--- src/rtl/wdsp_pkg.sv ---
package wdsp_pkg;
  localparam int WORD_W = 32;

  typedef enum logic [2:0] {
    OP_SMAX  = 3'd0,
    OP_SMIN  = 3'd1,
    OP_SHADD = 3'd2,
    OP_SHSUB = 3'd3,
    OP_UHADD = 3'd4,
    OP_UHSUB = 3'd5
  } wdsp_op_e;

  function automatic logic signed_ge(input logic [WORD_W-1:0] a, input logic [WORD_W-1:0] b);
    return $signed(a) >= $signed(b);
  endfunction

  function automatic logic [WORD_W:0] ext33(input logic [WORD_W-1:0] v, input logic sgn);
    return {sgn & v[WORD_W-1], v};
  endfunction

  function automatic logic [WORD_W-1:0] halve(input logic [WORD_W:0] v);
    return v[WORD_W:1];
  endfunction
endpackage

--- src/rtl/wdsp_minmax.sv ---
module wdsp_minmax
  import wdsp_pkg::*;
(
  input  logic [WORD_W-1:0] a,
  input  logic [WORD_W-1:0] b,
  input  logic              sel_min,
  output logic [WORD_W-1:0] res,
  output logic              a_ge_b
);
  always_comb begin
    a_ge_b = signed_ge(a, b);
    if (sel_min) res = a_ge_b ? b : a;
    else         res = a_ge_b ? a : b;
  end

  always_comb begin
    assert_minmax_pick_R1: assert (res == a || res == b);
  end
endmodule

--- src/rtl/wdsp_halver.sv ---
module wdsp_halver
  import wdsp_pkg::*;
(
  input  logic [WORD_W-1:0] a,
  input  logic [WORD_W-1:0] b,
  input  logic              is_sub,
  input  logic              is_signed,
  output logic [WORD_W-1:0] res,
  output logic [WORD_W:0]   wide
);
  logic [WORD_W:0] ea, eb;
  always_comb begin
    ea   = ext33(a, is_signed);
    eb   = ext33(b, is_signed);
    wide = is_sub ? (ea - eb) : (ea + eb);
    res  = halve(wide);
  end

  always_comb begin
    // the unsigned sum is never below either operand
    if (!is_sub && !is_signed)
      assert_no_overflow_R5: assert (wide >= {1'b0, a});
  end
endmodule

--- src/rtl/wdsp_alu.sv ---
module wdsp_alu
  import wdsp_pkg::*;
#(
  parameter int XLEN = 64
) (
  input  logic            clk,
  input  logic            rst,
  input  logic            in_vld,
  input  logic [2:0]      op,
  input  logic [XLEN-1:0] src_a,
  input  logic [XLEN-1:0] src_b,
  output logic            out_vld,
  output logic [XLEN-1:0] out_res,
  output logic            out_ill
);
  localparam int EXT_W = XLEN - WORD_W;

  logic [WORD_W-1:0] wa, wb, mm_res, hv_res, word_res;
  logic [WORD_W:0]   hv_wide;
  logic              mm_ge, op_ill, is_mm;
  logic [XLEN-1:0]   full_res;

  assign wa = src_a[WORD_W-1:0];
  assign wb = src_b[WORD_W-1:0];

  wdsp_minmax u_mm (
    .a(wa), .b(wb), .sel_min(op[0]), .res(mm_res), .a_ge_b(mm_ge)
  );

  wdsp_halver u_hv (
    .a(wa), .b(wb), .is_sub(op[0]), .is_signed(~op[2]),
    .res(hv_res), .wide(hv_wide)
  );

  always_comb begin
    op_ill   = (op > 3'd5);
    is_mm    = (op[2:1] == 2'b00);
    word_res = op_ill ? '0 : (is_mm ? mm_res : hv_res);
  end

  generate
    if (EXT_W > 0) begin : g_ext
      assign full_res = {{EXT_W{word_res[WORD_W-1]}}, word_res};
    end else begin : g_noext
      assign full_res = word_res;
    end
  endgenerate

  always_ff @(posedge clk) begin
    if (rst) begin
      out_vld <= 1'b0;
      out_res <= '0;
      out_ill <= 1'b0;
    end else begin
      out_vld <= in_vld;
      if (in_vld) begin
        out_res <= full_res;
        out_ill <= op_ill;
      end
    end
  end

  assert_vld_follows_R9: assert property (@(posedge clk) disable iff (rst)
    out_vld == $past(in_vld));
  assert_hold_R9: assert property (@(posedge clk) disable iff (rst)
    !in_vld |=> $stable(out_res) && $stable(out_ill));
  assert_ill_zero_R7: assert property (@(posedge clk) disable iff (rst)
    out_ill |-> out_res == '0);
  assert_reset_R10: assert property (@(posedge clk)
    $past(rst) |-> !out_vld && !out_ill);
  generate
    if (EXT_W > 0) begin : g_sx_chk
      assert_sign_ext_R8: assert property (@(posedge clk) disable iff (rst)
        out_res[XLEN-1:WORD_W] == {EXT_W{out_res[WORD_W-1]}});
    end
  endgenerate
endmodule

--- config.mk ---
export PLATFORM = sky130hd
export DESIGN_NAME = wdsp_alu
export DESIGN_NICKNAME = d
export VERILOG_FILES = /design/src/rtl/wdsp_pkg.sv /design/src/rtl/wdsp_minmax.sv /design/src/rtl/wdsp_halver.sv /design/src/rtl/wdsp_alu.sv
export SDC_FILE = /design/constraint.sdc
export NUM_CORES = 1
export LEC_CHECK = 0
export BUFFER_PORTS_ARGS = -buffer_cell sky130_fd_sc_hd__buf_2
export CORE_ASPECT_RATIO = 1.5
export CORE_MARGIN = 2
export CORE_UTILIZATION = 45
export CTS_BUF_LIST = sky130_fd_sc_hd__clkbuf_16
export DETAILED_ROUTE_END_ITERATION = 16
export PLACE_DENSITY_LB_ADDON = 0.05
export REMOVE_ABC_BUFFERS = 1
export SYNTH_ARGS = -nofsm -noshare
export SYNTH_HDL_FRONTEND = slang
export SYNTH_SLANG_ARGS = --single-unit
--- constraint.sdc ---
create_clock -name clk -period 5.85 [get_ports clk]
set_input_delay 0.2925 -clock clk [delete_from_list [all_inputs] [get_ports clk]]
set_output_delay 0.2925 -clock clk [all_outputs]
set_load 0.1 [all_outputs]
Yosys cells after proc, flatten, opt, wreduce, memory -nomap -nowiden:

Index checks and enable logic that the tools add are counted.

* add/sub/neg operators: 2
* magnitude comparators: 2
* multiplexer cells: 6
* bitwise operators: 3
* reduce and logical (&&, ||, !) cells: 1

Operators by type and width (count)
* two-way mux 32 bit: 5
* adder 33 bit: 1
* two-way mux 33 bit: 1
* subtractor 33 bit: 1
* >= comparator 32 bit: 1
* greater-than comparator 3 bit, second input constant: 1
* bitwise AND 1 bit: 2
* logical NOT 2 bit: 1
* inverter 1 bit: 1

* register bits: 34
* bits of input ports: 134
* output and inout port bits: 66
* logic and storage cells: 17

Depth between registers and ports, before layout:

* depth after elaboration: 6
* depth in mapped cells: 19
* gate-level depth less buffers: 18

Modules after synthesis:

From an unflattened synthesis, not the netlist that was laid out.

* cell total of the unflattened synthesis: 804
* area, all modules: 6835.3 um2

Modules (own cells, without submodules)
* wdsp_halver: times used 1, cells an instance 386, area an instance 2707.6 um2, seq. area each 0.0 um2
* wdsp_alu: times used 1, cells an instance 222, area an instance 2528.7 um2, seq. area each 680.7 um2
* wdsp_minmax: times used 1, cells an instance 196, area an instance 1599.0 um2, seq. area each 0.0 um2

Least setup slack after synthesis:

No wires, ideal clock.

* kind: input -> register
* start: input src_b[2]
* end: register out_res[27]
* setup time: 122 ps
* data arrival time: 3586 ps
* required time: 5728 ps
* slack: 2143 ps
* stages on the path: 17
* path buffers: 1
* cells stage by stage: nor4_4 -> nand4_1 -> nor3_1 -> nand2_1 -> nor2_1 -> a21o_1 -> o21ai_0 -> xnor2_1 -> ha_1 -> clkbuf_1 -> nand2_1 -> nor4_1 -> a21oi_1 -> o21a_1 -> o22ai_1 -> nor2_1 -> a221o_1

* cells in the longest elaborated chain, start to end: 5
* elaborated cells between the ends (all ways): 9
* classes of those cells: 2 x add/sub; 1 x order compare; 6 x mux

RTL lines
* from (decl): RTL line wdsp_alu.sv:11 `input logic [XLEN-1:0] src_b,`
* >= comparator 32 bit: RTL line wdsp_pkg.sv:14 `return $signed(a) >= $signed(b);`
* two-way mux 32 bit, on equally long branches: RTL line wdsp_minmax.sv:13, wdsp_minmax.sv:12
* two-way mux 32 bit: RTL line wdsp_minmax.sv:12 `if (sel_min) res = a_ge_b ? b : a;`
* two-way mux 32 bit (*) (2 in series): RTL line wdsp_alu.sv:38 `word_res = op_ill ? '0 : (is_mm ? mm_res : hv_res);`
* to (signal assigned): RTL line wdsp_alu.sv:57 `out_res <= full_res;`
* to (decl): RTL line wdsp_alu.sv:13 `output logic [XLEN-1:0] out_res,`

Mark *: on every way between the ends. The rest lies on a longest branch, timed or not.
A chain may end at the register's enable or synchronous reset.

Worst setup path in the final report:

* start: input src_b[2]
* end: register, netlist name out_res[31]

* cells in the longest elaborated chain, start to end: 5
* elaborated cells between the ends (all ways): 9
* classes of those cells: 2 x add/sub; 1 x order compare; 6 x mux

RTL lines (RTL line)
* >= comparator 32 bit: wdsp_pkg.sv:14
* two-way mux 32 bit, on equally long branches: wdsp_minmax.sv:13, wdsp_minmax.sv:12
* two-way mux 32 bit: wdsp_minmax.sv:12
* two-way mux 32 bit (*) (2 in series): wdsp_alu.sv:38

Marked as above.

==> results.md <==
* Min Tclk post-route at 4.60 ns
* Die W at 92.6 µm
* CP endpoint kind: flop
* Rel. slew slack at 30.6%
* Router iterations before antenna repair at 5
* Tot Pwr at 0.00153 W
* Layout cell share with drive strength beyond 1 at 21.1%
* Commonest non-fill, non-tap cell in the layout: buf_2
* Library cells used by synthesis at 70
* Pwr/cell area at 256 nW/µm²
* Leak at 2.93 nW
* Max-Cap Viols at 0
* First-pass GRT wire length at 27200 µm
* Final critical-path share of the clock period at 78.7%
* Gr usage total at 27.2%
* Root Buffer: clkbuf_16
* Clk_skew at 0 ns
* Antenna cell count at 0
* Hold Path Class: input pin to flop
* Routed WL per cell at 18.5 µm
* Post-CTS Resized at 0
* Placed Cells at 934
* Final hold violation count at 0
* Final setup fails at 0
* Pin count of the biggest net entering global routing at 44
* Mapped Cells at 702
* Synth Register Bits at 34
* Clock sinks at 34
* Comb power frac at 64.6%
* DRT antenna net count at 0
* Worst-path maximum fanout at 6
* Met1 Use GR at 31.6%
* FMAX at 0.217 GHz
* Ys Warns at 0
* Starting Density at 46.1%
* CP max stage cell: o311ai_0
* Post-Layout Inst Area at 5960 µm²
* Final hold slack at 0.344 ns
* Drt total wl at 17400 µm
* HPWL after DPL at 13700 µm
* Worst Max-Slew Pin Slew at 1.04 ns
* Cell Rows at 48
* Die H at 137 µm
* Final nets at 990
* Met2 Use GR at 50.6%
* Setup crit start kind: input pin
* Max Transition Viols Final at 0
* Status: complete, no violations
* IO Port Bufs at 135
* Crit Path Class: input pin to flop
* 1st-iter DRT viols at 312
* Vias after detailed routing at 5517
* Ys flop type: dfxtp_1
* Worst endpoint required time at 6.03 ns
* Initial antenna violation count at 0
* GR Overflow Total at 0
* P_int at 0.000686 W
* RSZ-0062 raised after global routing: false
* Commonest cells after routing, fill and taps aside: buf_2, a21oi_1, ha_1
* Sequential area share after synthesis at 12.9%
* Sw Pwr at 0.000840 W
* Max clock buf depth at 2
* Finished Layout Cells at 941
* Gpl congestion at 0.928
* DP Area at 5830 µm²
* Met3 Use GR at 2.97%
* Vias in the first global route at 5351
* Routed vias/inst at 5.86
* H-Tree Depth at 2
* Clk pwr share at 17.4%
* Peak supply drop at 0.000163 V
* Number of CTS-inserted buffers at 5
* Worst-skew pair later-pin latency at 0.28 ns
* GRT busiest layer: met2
* Pre-CTS WS at 0.964 ns
* Post-CTS setup buffer count at 0
* Area Growth Syn to Fin at 12.6%
* Arr. time, crit path at 4.79 ns
* Syn_area_per_cell at 7.54 µm²
* Post-synth ARST share at 0%
* Hold buffers post-CTS at 0
* Reg clk slew, reported paths at 0.06 ns
* CTS tree: done
* Post-route worst setup slack at 1.25 ns
* Number of synthesized flops with an enable pin at 0
* CP max stage delay at 0.62 ns
* Synthesized area at 5290 µm²
* Total die area at 12700 µm²
* # IOs at 200
* Core region area at 11500 µm²
* Sw frac at 55.0%
* DRC at 0
* Sequential share of power at 18.0%
* Crit path cell chain: buf_2 -> nor4_4 -> nand4_1 -> nor3_1 -> nand2_1 -> nor4_1 -> nor2_1 -> xnor2_1 -> ha_1 -> a21o_1 -> o311ai_0 -> nand3_1 -> a311oi_1 -> o31ai_1 -> xor2_1 -> a2111oi_2
[Yosys cell counts (3+ instances only)]
cell type   n  area share, %
a21oi_1    73            6.9
ha_1       64             15
nand2_1    51            3.6
inv_1      46            3.3
nor2_1     46            3.3
o21ai_0    46            4.3
xnor2_1    45            7.4
dfxtp_1    34             13
buf_4      32            4.5
a21o_1     21            3.0
clkbuf_1   20            1.4
mux2i_1    19            3.6
nor3_1     15            1.4
a31oi_1    13            1.5
xor2_1     13            2.2
a22oi_1    12            1.7
nor2b_1    12            1.4
nand3_1    11            1.0
o211ai_1    9            1.3
nand4_1     8           0.95
nor4_1      8           0.95
a221o_1     6            1.1
and3_1      6           0.71
a221oi_1    5           0.83
mux2_2      5            1.1
nand2b_1    5           0.59
o21ai_1     5           0.47
a211oi_1    4           0.57
a311oi_1    4           0.66
a41oi_1     4           0.66
o21a_1      4           0.57
o21bai_1    4           0.57
a32o_1      3           0.57
buf_1       3           0.21
o221ai_1    3           0.50
[metal layers]
| metal | wire (µm) | part of all wire (%) |
|---|---|---|
| met3 | 727 | 4.2 |
| met2 | 9170 | 53 |
| met1 | 7090 | 41 |
| met5 | 0 | 0 |
| met4 | 451 | 2.6 |
[layout make-up]
| type | instances | area (µm²) |
|---|---|---|
| clock inverters | 2 | 7.51 |
| repair buffers | 140 | 713 |
| clock buffers | 5 | 125 |
| fillers | 1177 | 5510 |
| inverters | 46 | 173 |
| multi-input cells | 564 | 4080 |
| well taps | 150 | 188 |
| flip-flops and latches | 34 | 681 |
[stage by stage]
stage	setup TNS [ns]	util (%)
after floorplan	-544.69	-
after global placement	0	50.8
after detailed placement	0	50.8
after CTS	0	52.0
after global routing	0	52.0
final	0	52.0
[sequential cells by signal, summed over array words and instances (netlist names)]
| signal | count |
|---|---|
| out_ill | 1 |
| out_vld | 1 |
| out_res | 32 |
[cells by family after synthesis]
| kind of cell | synth area share, % |
|---|---|
| AO/OA/AOI/OAI | 29.4 |
| AND/OR/NAND/NOR | 17.9 |
| buffers and inverters | 10.1 |
| adder cells (fa/ha/maj) | 15.5 |
| XOR/XNOR | 9.60 |
| flip-flops | 12.9 |
| multiplexers | 4.66 |
[power groups by stage]
stage / clock network, W / logic, W / registers [W]
floorplan: 0 / 0.000423 / 0.000619
global placement: 0 / 0.000970 / 0.000278
detailed placement: 0 / 0.000979 / 0.000279
CTS: 0.000267 / 0.000984 / 0.000274
global route: 0.000274 / 0.00106 / 0.000278
finish: 0.000265 / 0.000986 / 0.000274
[worst max-delay path, delay by kind of cell]
family | cells | cell delay [ns]
buffers and inverters | 1 | 0.14
AOI/OAI and AO/OA | 5 | 1.77
xor gates and xnor gates | 2 | 0.34
and+or+nand+nor | 7 | 1.85
adders and majority gates | 1 | 0.37
[worst paths after layout]
kind                from           to  slack, ns  depth (start not counted)
max             src_b[2]  out_res[31]       1.25                         16
min             src_a[7]   out_res[7]       0.34                          3
max reg2reg  out_res[31]  out_res[31]       4.23                          3
min reg2reg  out_res[16]  out_res[16]       0.44                          1
(Power assumes the default switching activity.)
